<file path="config.mk">
export PLATFORM = sky130hd
export DESIGN_NAME = csr_field_cell
export DESIGN_NICKNAME = d
export VERILOG_FILES = /design/src/rtl/csr_field_pkg.sv /design/src/rtl/csr_field_sw.sv /design/src/rtl/csr_field_hw.sv /design/src/rtl/csr_field_cell.sv
export SDC_FILE = /design/constraint.sdc
export NUM_CORES = 1
export LEC_CHECK = 0
export BUFFER_PORTS_ARGS = -buffer_cell sky130_fd_sc_hd__buf_2
export CAP_MARGIN = 20
export CELL_PAD_IN_SITES_DETAIL_PLACEMENT = 1
export CELL_PAD_IN_SITES_GLOBAL_PLACEMENT = 1
export CORE_MARGIN = 2
export CORE_UTILIZATION = 30
export CTS_CLUSTER_DIAMETER = 60
export DETAILED_ROUTE_END_ITERATION = 7
export PLACE_DENSITY_LB_ADDON = 0.25
export SYNTH_ARGS = -nofsm -noshare
export SYNTH_HDL_FRONTEND = slang
export SYNTH_HIERARCHICAL = 1
export SYNTH_SLANG_ARGS = --single-unit
</file>
<file path="constraint.sdc">
create_clock -name clk -period 2.24 [get_ports clk]
set_input_delay 0.448 -clock clk [delete_from_list [all_inputs] [get_ports clk]]
set_output_delay 0.448 -clock clk [all_outputs]
set_load 0.03 [all_outputs]
</file>
<file path="src/rtl/csr_field_pkg.sv">
package csr_field_pkg;
   typedef enum logic [1:0] {
      SW_RW   = 2'd0,
      SW_W1C  = 2'd1,
      SW_W1S  = 2'd2,
      SW_WCLR = 2'd3
   } sw_mode_e;
endpackage

</file>
<file path="src/rtl/csr_field_sw.sv">
module csr_field_sw #(
   parameter int WIDTH = 8,
   parameter csr_field_pkg::sw_mode_e MODE = csr_field_pkg::SW_RW
) (
   input  logic [WIDTH-1:0] base,
   input  logic [WIDTH-1:0] wdata,
   input  logic [WIDTH-1:0] wbe,
   input  logic             wr,
   output logic [WIDTH-1:0] nxt
);
   logic [WIDTH-1:0] hit;
   logic [WIDTH-1:0] wr_val;

   assign hit = wdata & wbe;

   generate
      if (MODE == csr_field_pkg::SW_W1C) begin : g_w1c
         assign wr_val = base & ~hit;
      end else if (MODE == csr_field_pkg::SW_W1S) begin : g_w1s
         assign wr_val = base | hit;
      end else begin : g_load
         assign wr_val = (base & ~wbe) | hit;
      end
   endgenerate

   assign nxt = wr ? wr_val : base;
endmodule

</file>
<file path="src/rtl/csr_field_hw.sv">
module csr_field_hw #(
   parameter int WIDTH       = 8,
   parameter bit HWEN_INVERT = 1'b0
) (
   input  logic [WIDTH-1:0] cur,
   input  logic [WIDTH-1:0] next_val,
   input  logic [WIDTH-1:0] bit_en_raw,
   input  logic             we,
   input  logic             set,
   input  logic             clr,
   output logic [WIDTH-1:0] nxt,
   output logic             act
);
   logic [WIDTH-1:0] en;
   logic [WIDTH-1:0] loaded;
   logic [WIDTH-1:0] cleared;

   generate
      if (HWEN_INVERT) begin : g_mask
         assign en = ~bit_en_raw;
      end else begin : g_enable
         assign en = bit_en_raw;
      end
   endgenerate

   assign loaded  = we  ? ((cur & ~en) | (next_val & en)) : cur;
   assign cleared = clr ? (loaded & ~en) : loaded;
   // set is applied last so it wins over clear
   assign nxt     = set ? (cleared | en) : cleared;
   assign act     = we | set | clr;
endmodule

</file>
<file path="src/rtl/csr_field_cell.sv">
module csr_field_cell #(
   parameter int WIDTH = 8,
   parameter csr_field_pkg::sw_mode_e SW_MODE = csr_field_pkg::SW_RW,
   parameter bit HAS_RESET   = 1'b1,
   parameter logic [WIDTH-1:0] RESET_VAL = '0,
   parameter bit HW_PRIORITY = 1'b0,
   parameter bit SWWE_LOW    = 1'b0,
   parameter bit HWEN_INVERT = 1'b0
) (
   input  logic             clk,
   input  logic             rst_n,
   input  logic             sw_req,
   input  logic             sw_is_wr,
   input  logic [WIDTH-1:0] sw_wdata,
   input  logic [WIDTH-1:0] sw_wbe,
   input  logic             sw_wr_ctl,
   input  logic [WIDTH-1:0] hw_next,
   input  logic             hw_we,
   input  logic             hw_set,
   input  logic             hw_clr,
   input  logic [WIDTH-1:0] hw_bit_en,
   output logic [WIDTH-1:0] value,
   output logic             acc_pulse,
   output logic             mod_pulse,
   output logic             red_and,
   output logic             red_or,
   output logic             red_xor
);
   localparam bit IS_WCLR = (SW_MODE == csr_field_pkg::SW_WCLR);

   generate
      if (WIDTH < 1) begin : g_bad_width
         $error("csr_field_cell: WIDTH must be at least 1");
      end
   endgenerate

   logic [WIDTH-1:0] field_q, field_d;
   logic [WIDTH-1:0] sw_base, sw_val, hw_val;
   logic             swwe_eff, sw_wr, sw_act, hw_act, sw_wins;
   logic             pend_q, pend_d;

   generate
      if (SWWE_LOW) begin : g_swwel
         assign swwe_eff = ~sw_wr_ctl;
      end else begin : g_swwe
         assign swwe_eff = sw_wr_ctl;
      end
   endgenerate

   assign sw_wr   = sw_req & sw_is_wr & swwe_eff;
   assign sw_base = pend_q ? '0 : field_q;
   assign sw_act  = sw_wr | pend_q;

   csr_field_sw #(.WIDTH(WIDTH), .MODE(SW_MODE)) u_sw (
      .base  (sw_base),
      .wdata (sw_wdata),
      .wbe   (sw_wbe),
      .wr    (sw_wr),
      .nxt   (sw_val)
   );

   csr_field_hw #(.WIDTH(WIDTH), .HWEN_INVERT(HWEN_INVERT)) u_hw (
      .cur        (field_q),
      .next_val   (hw_next),
      .bit_en_raw (hw_bit_en),
      .we         (hw_we),
      .set        (hw_set),
      .clr        (hw_clr),
      .nxt        (hw_val),
      .act        (hw_act)
   );

   assign sw_wins = ~HW_PRIORITY | ~hw_act;

   always_comb begin
      if (sw_act && sw_wins) field_d = sw_val;
      else if (hw_act)       field_d = hw_val;
      else                   field_d = field_q;
   end

   assign pend_d = IS_WCLR & sw_wr & sw_wins;

   always_ff @(posedge clk or negedge rst_n) begin
      if (!rst_n) pend_q <= 1'b0;
      else        pend_q <= pend_d;
   end

   generate
      if (HAS_RESET) begin : g_rst
         always_ff @(posedge clk or negedge rst_n) begin
            if (!rst_n) field_q <= RESET_VAL;
            else        field_q <= field_d;
         end
      end else begin : g_norst
         always_ff @(posedge clk) begin
            field_q <= field_d;
         end
      end
   endgenerate

   assign value     = field_q;
   assign acc_pulse = sw_req;
   assign mod_pulse = sw_wr & sw_wins & (sw_val != field_q);
   assign red_and   = &field_q;
   assign red_or    = |field_q;
   assign red_xor   = ^field_q;
endmodule

</file>
==> impl_summary.md <==
Run status
The run finished, with violations left. The final reports fail on setup timing.

CTS
CTS built an H-tree with a depth of 1. The clock tree from TritonCTS is yes. Counting along the longest clock path gives a buffer depth of 2. The number of CTS-inserted buffers is 3. The clock-pin slew of the registers on the worst-case setup and hold paths is about 40 ps. The count of clock tree sinks is 8. The tree is rooted in a sky130_fd_sc_hd__clkbuf_8.

The clock latency reported for the late side of the worst-skew pair is ~220 ps.

Worst setup path
Among cell families on the critical path, the largest total delay comes from simple AND/OR/NAND/NOR gates. STA classifies the critical path endpoint as an output pin. On the critical path, the stage with the largest delay is an instance of sky130_fd_sc_hd__mux2_4. For the worst setup path, the data required time is 1790 ps. In this design, the stage delay of the slowest critical-path cell is slightly above 300 ps. The maximum fanout encountered on the critical timing path is 4. The worst setup slack for register-to-register paths is between 900 and 1000 ps. The element type at the critical path start is an input port. The critical path goes through buf_2 -> and3_4 -> buf_4 -> nand2_2 -> mux2_4 -> xor2_1 -> nor4_2 -> a21boi_2 -> buf_6. Data on the critical path arrives at its endpoint at 1870 ps. The class of the most critical setup path is in2out. The number of buffers and inverters on the critical path is 3.

Min path
The worst min-delay path class is in2async.

Floorplan
In this run the horizontal extent of the chip is roughly 65 um. The die is roughly 65 um tall. The full die area is approximately 0.0042 mm2. The number of top-level design ports is 53.

The cell row count is 22. The placeable core region is about 0.0036 mm2. The initial utilization of the core area, before any placement, comes to 0.308.

Timing
The routed design could run at a clock period as short as approximately 2300 ps. The relative max-transition margin is 0.723. Derived from the worst setup path, the maximum achievable clock frequency is about 430 MHz. The hold violation total from the final report is 0. The final-report max-slew violation count was 0. The sum of negative setup slack is -76.4 ps. Across all setup checks in the final design, the least slack found is -76.4 ps.

The transition time of the tightest slew-check pin is roughly 420 ps. The maximum clock skew at final layout is 0 ps. The final clock period utilization by the worst path is 1.03. Setup repair after global routing could not meet its margin everywhere.

Setup violations remaining at the end of the flow were counted as 1.

Global routing
The via count of the first global-routing pass is approximately 1.2k. The largest net degree at the start of global routing is 18. The number of antenna violations at the first check in global routing was 0.

The first global-routing pass estimated 5550 um of wire. The leftover overflow at the end of global routing is 0. In the global route stage, overall resource usage came out at 0.171.

Cells and area
Leaving out fill and tap cells, the most frequent cells in the layout are sky130_fd_sc_hd__buf_2, sky130_fd_sc_hd__inv_1, sky130_fd_sc_hd__mux2i_1, sky130_fd_sc_hd__nand2_1, sky130_fd_sc_hd__buf_4. Of the cells placed in the final design, the portion with a size suffix greater than 1 is 0.517. Leaving out fill and tap cells, the most frequent cell in the layout is sky130_fd_sc_hd__buf_2. The total area of multi-input combinational cells is roughly 830 um2. After the last flow step, the layout net total stands at 230. The repair_antennas step left the layout with diodes totalling 0.

The flip-flop count of the largest register after layout is 8. The flip-flop and latch area is a little over 200 um2. The number of fill cells is roughly 430. The area growth from synthesis to layout is 39.2%.

Power and ir drop
VDD sags by at most 0.000358 V. Power comes to around 1.0 mW. Power spread over the standard cell area amounts to ~670 mW/mm2. The sequential share of power is 0.215. Summed over all cells, the static leakage comes to 0.835 nW. Of the total power, the share spent switching nets is 0.450. The reported net switching power is 464 uW. Of the total power, combinational logic draws 0.619. The fraction of power consumed by the clock network is 0.166. The internal portion of the total power is about 570 uW.

Drt
The routed wirelength normalized by instance count is around 15 um. The number of iterations in the first detailed-routing pass is 2. In this run the remaining antenna-violating nets after routing total 0. The post-detailed-route via-to-cell ratio is about 4.8. The routed design has 3380 um of wire. The DRC violation count after routing is 0. After the first detailed-routing iteration, the DRC count stood at between 60 and 70. The number of vias in the routed layout is 1097.

Synth
The cell area after technology mapping is about 0.0011 mm2. Yosys attributes the largest share of cell area to sky130_fd_sc_hd__dfrtp_1, sky130_fd_sc_hd__mux2i_1, sky130_fd_sc_hd__mux2_4. Synthesis produced a netlist whose cell count is roughly 120. The biggest area consumer among synthesized cells is sky130_fd_sc_hd__dfrtp_1. The sequential cell area fraction in the yosys report is 0.180. The Yosys step of the flow raised 6 warnings. The netlist uses 28 different library cells. The average size of a mapped cell is slightly above 9 um2. In this run, synthesis produced a sequential element count of 8.

The net count of the mapped netlist is ~170. The fraction of post-synthesis cell area in the top cell type by area is 0.180.

Place
Port buffering added 52 buffers. At the end of routability-driven placement, the weighted congestion stood at approximately 0.75. Once detailed placement completed, the half-perimeter wirelength came to between 2000 and 3000 um.

Flow run
Max-cap violations in this run came to 0.
[path summary, 6_finish.rpt]
kind                             startpoint   endpoint  cells after the start
worst max register to register     value[5]   value[5]                      5
worst min-delay path                  rst_n   value[5]                      1
worst max-delay path                 sw_req  mod_pulse                      9
worst min register to register     value[0]   value[0]                      2
max in group asynchronous             rst_n   value[7]                      1
min in group clk                sw_wdata[5]   value[5]                      4
[logic make-up (layout without fill, tap and decap cells)]
kind of cell             count (synthesis)  in the layout  synth area share
AND/OR/NAND/NOR                         30             31             0.154
multiplexers                            23             23             0.244
buffers and inverters                   23             81             0.113
AO/OA/AOI/OAI                           18             18             0.132
XOR/XNOR                                11             11            0.0868
adder cells (fa/ha/maj)                  8              8            0.0902
flip-flops                               8              8             0.180
[layout make-up]
cell class	count	area share
well taps	48	0.0389
clock buffers	3	0.0267
flip-flops and latches	8	0.132
repair buffers	63	0.226
inverters	15	0.0364
multi-input cells	91	0.540
[routing by layer]
layer	wire length, um	vias to the layer above	track usage
met2	1610	44	0.305
met4	44	0	0.0479
met5	0	-	0
li1	-	550	-
met1	1500	497	0.211
met3	223	6	0.0278
[Yosys cell counts]
cell type,count
sky130_fd_sc_hd__nand2_1,16
sky130_fd_sc_hd__inv_1,15
sky130_fd_sc_hd__mux2i_1,15
sky130_fd_sc_hd__xor2_1,9
sky130_fd_sc_hd__dfrtp_1,8
sky130_fd_sc_hd__ha_1,8
sky130_fd_sc_hd__mux2_4,8
sky130_fd_sc_hd__nand4b_1,7
sky130_fd_sc_hd__o21ai_2,6
sky130_fd_sc_hd__o311ai_0,4
sky130_fd_sc_hd__o311ai_1,3
sky130_fd_sc_hd__buf_6,2
sky130_fd_sc_hd__clkbuf_2,2
sky130_fd_sc_hd__nor4_1,2
sky130_fd_sc_hd__o21ai_1,2
sky130_fd_sc_hd__xnor2_1,2
sky130_fd_sc_hd__a21boi_0,1
sky130_fd_sc_hd__a221o_1,1
sky130_fd_sc_hd__and3_1,1
sky130_fd_sc_hd__and4_1,1
sky130_fd_sc_hd__and4b_1,1
sky130_fd_sc_hd__buf_1,1
sky130_fd_sc_hd__buf_12,1
sky130_fd_sc_hd__buf_2,1
sky130_fd_sc_hd__buf_4,1
sky130_fd_sc_hd__nand4_1,1
sky130_fd_sc_hd__o21ai_0,1
sky130_fd_sc_hd__or3_1,1
[what timing repair did]
action / CTS / global route
hold buffers: 0 / 0
gates resized for setup: 8 / 3
endpoints found under the setup margin: 2 / 2
buffers inserted: 2 / 0
cloned: 1 / 0
pin swaps: 4 / 0
[power groups by stage]
| stage | clock network, mW | logic [mW] | registers, mW |
|---|---|---|---|
| after detailed placement | 0 | 0.613 | 0.223 |
| after floorplan | 0 | 0.345 | 0.281 |
| after CTS | 0.176 | 0.636 | 0.222 |
| after global placement | 0 | 0.587 | 0.219 |
| final | 0.172 | 0.638 | 0.222 |
| after global routing | 0.187 | 0.700 | 0.226 |
[metrics by stage]
step / hold slack, ps / setup slack [ps] / cell area [um2] / utilization / std cells
4_1_cts: 67.7 / -93.9 / 1540 / 0.426 / 228
3_3_place_gp: 300 / -174 / 1440 / 0.400 / 222
6_report: 63.3 / -76.4 / 1550 / 0.429 / 228
2_1_floorplan: 152 / -224 / 1130 / - / 121
5_1_grt: 60.5 / -143 / 1550 / 0.429 / 228
3_5_place_dp: 309 / -181 / 1440 / 0.400 / 222
No activity file was read; power rests on OpenSTA's default activity.
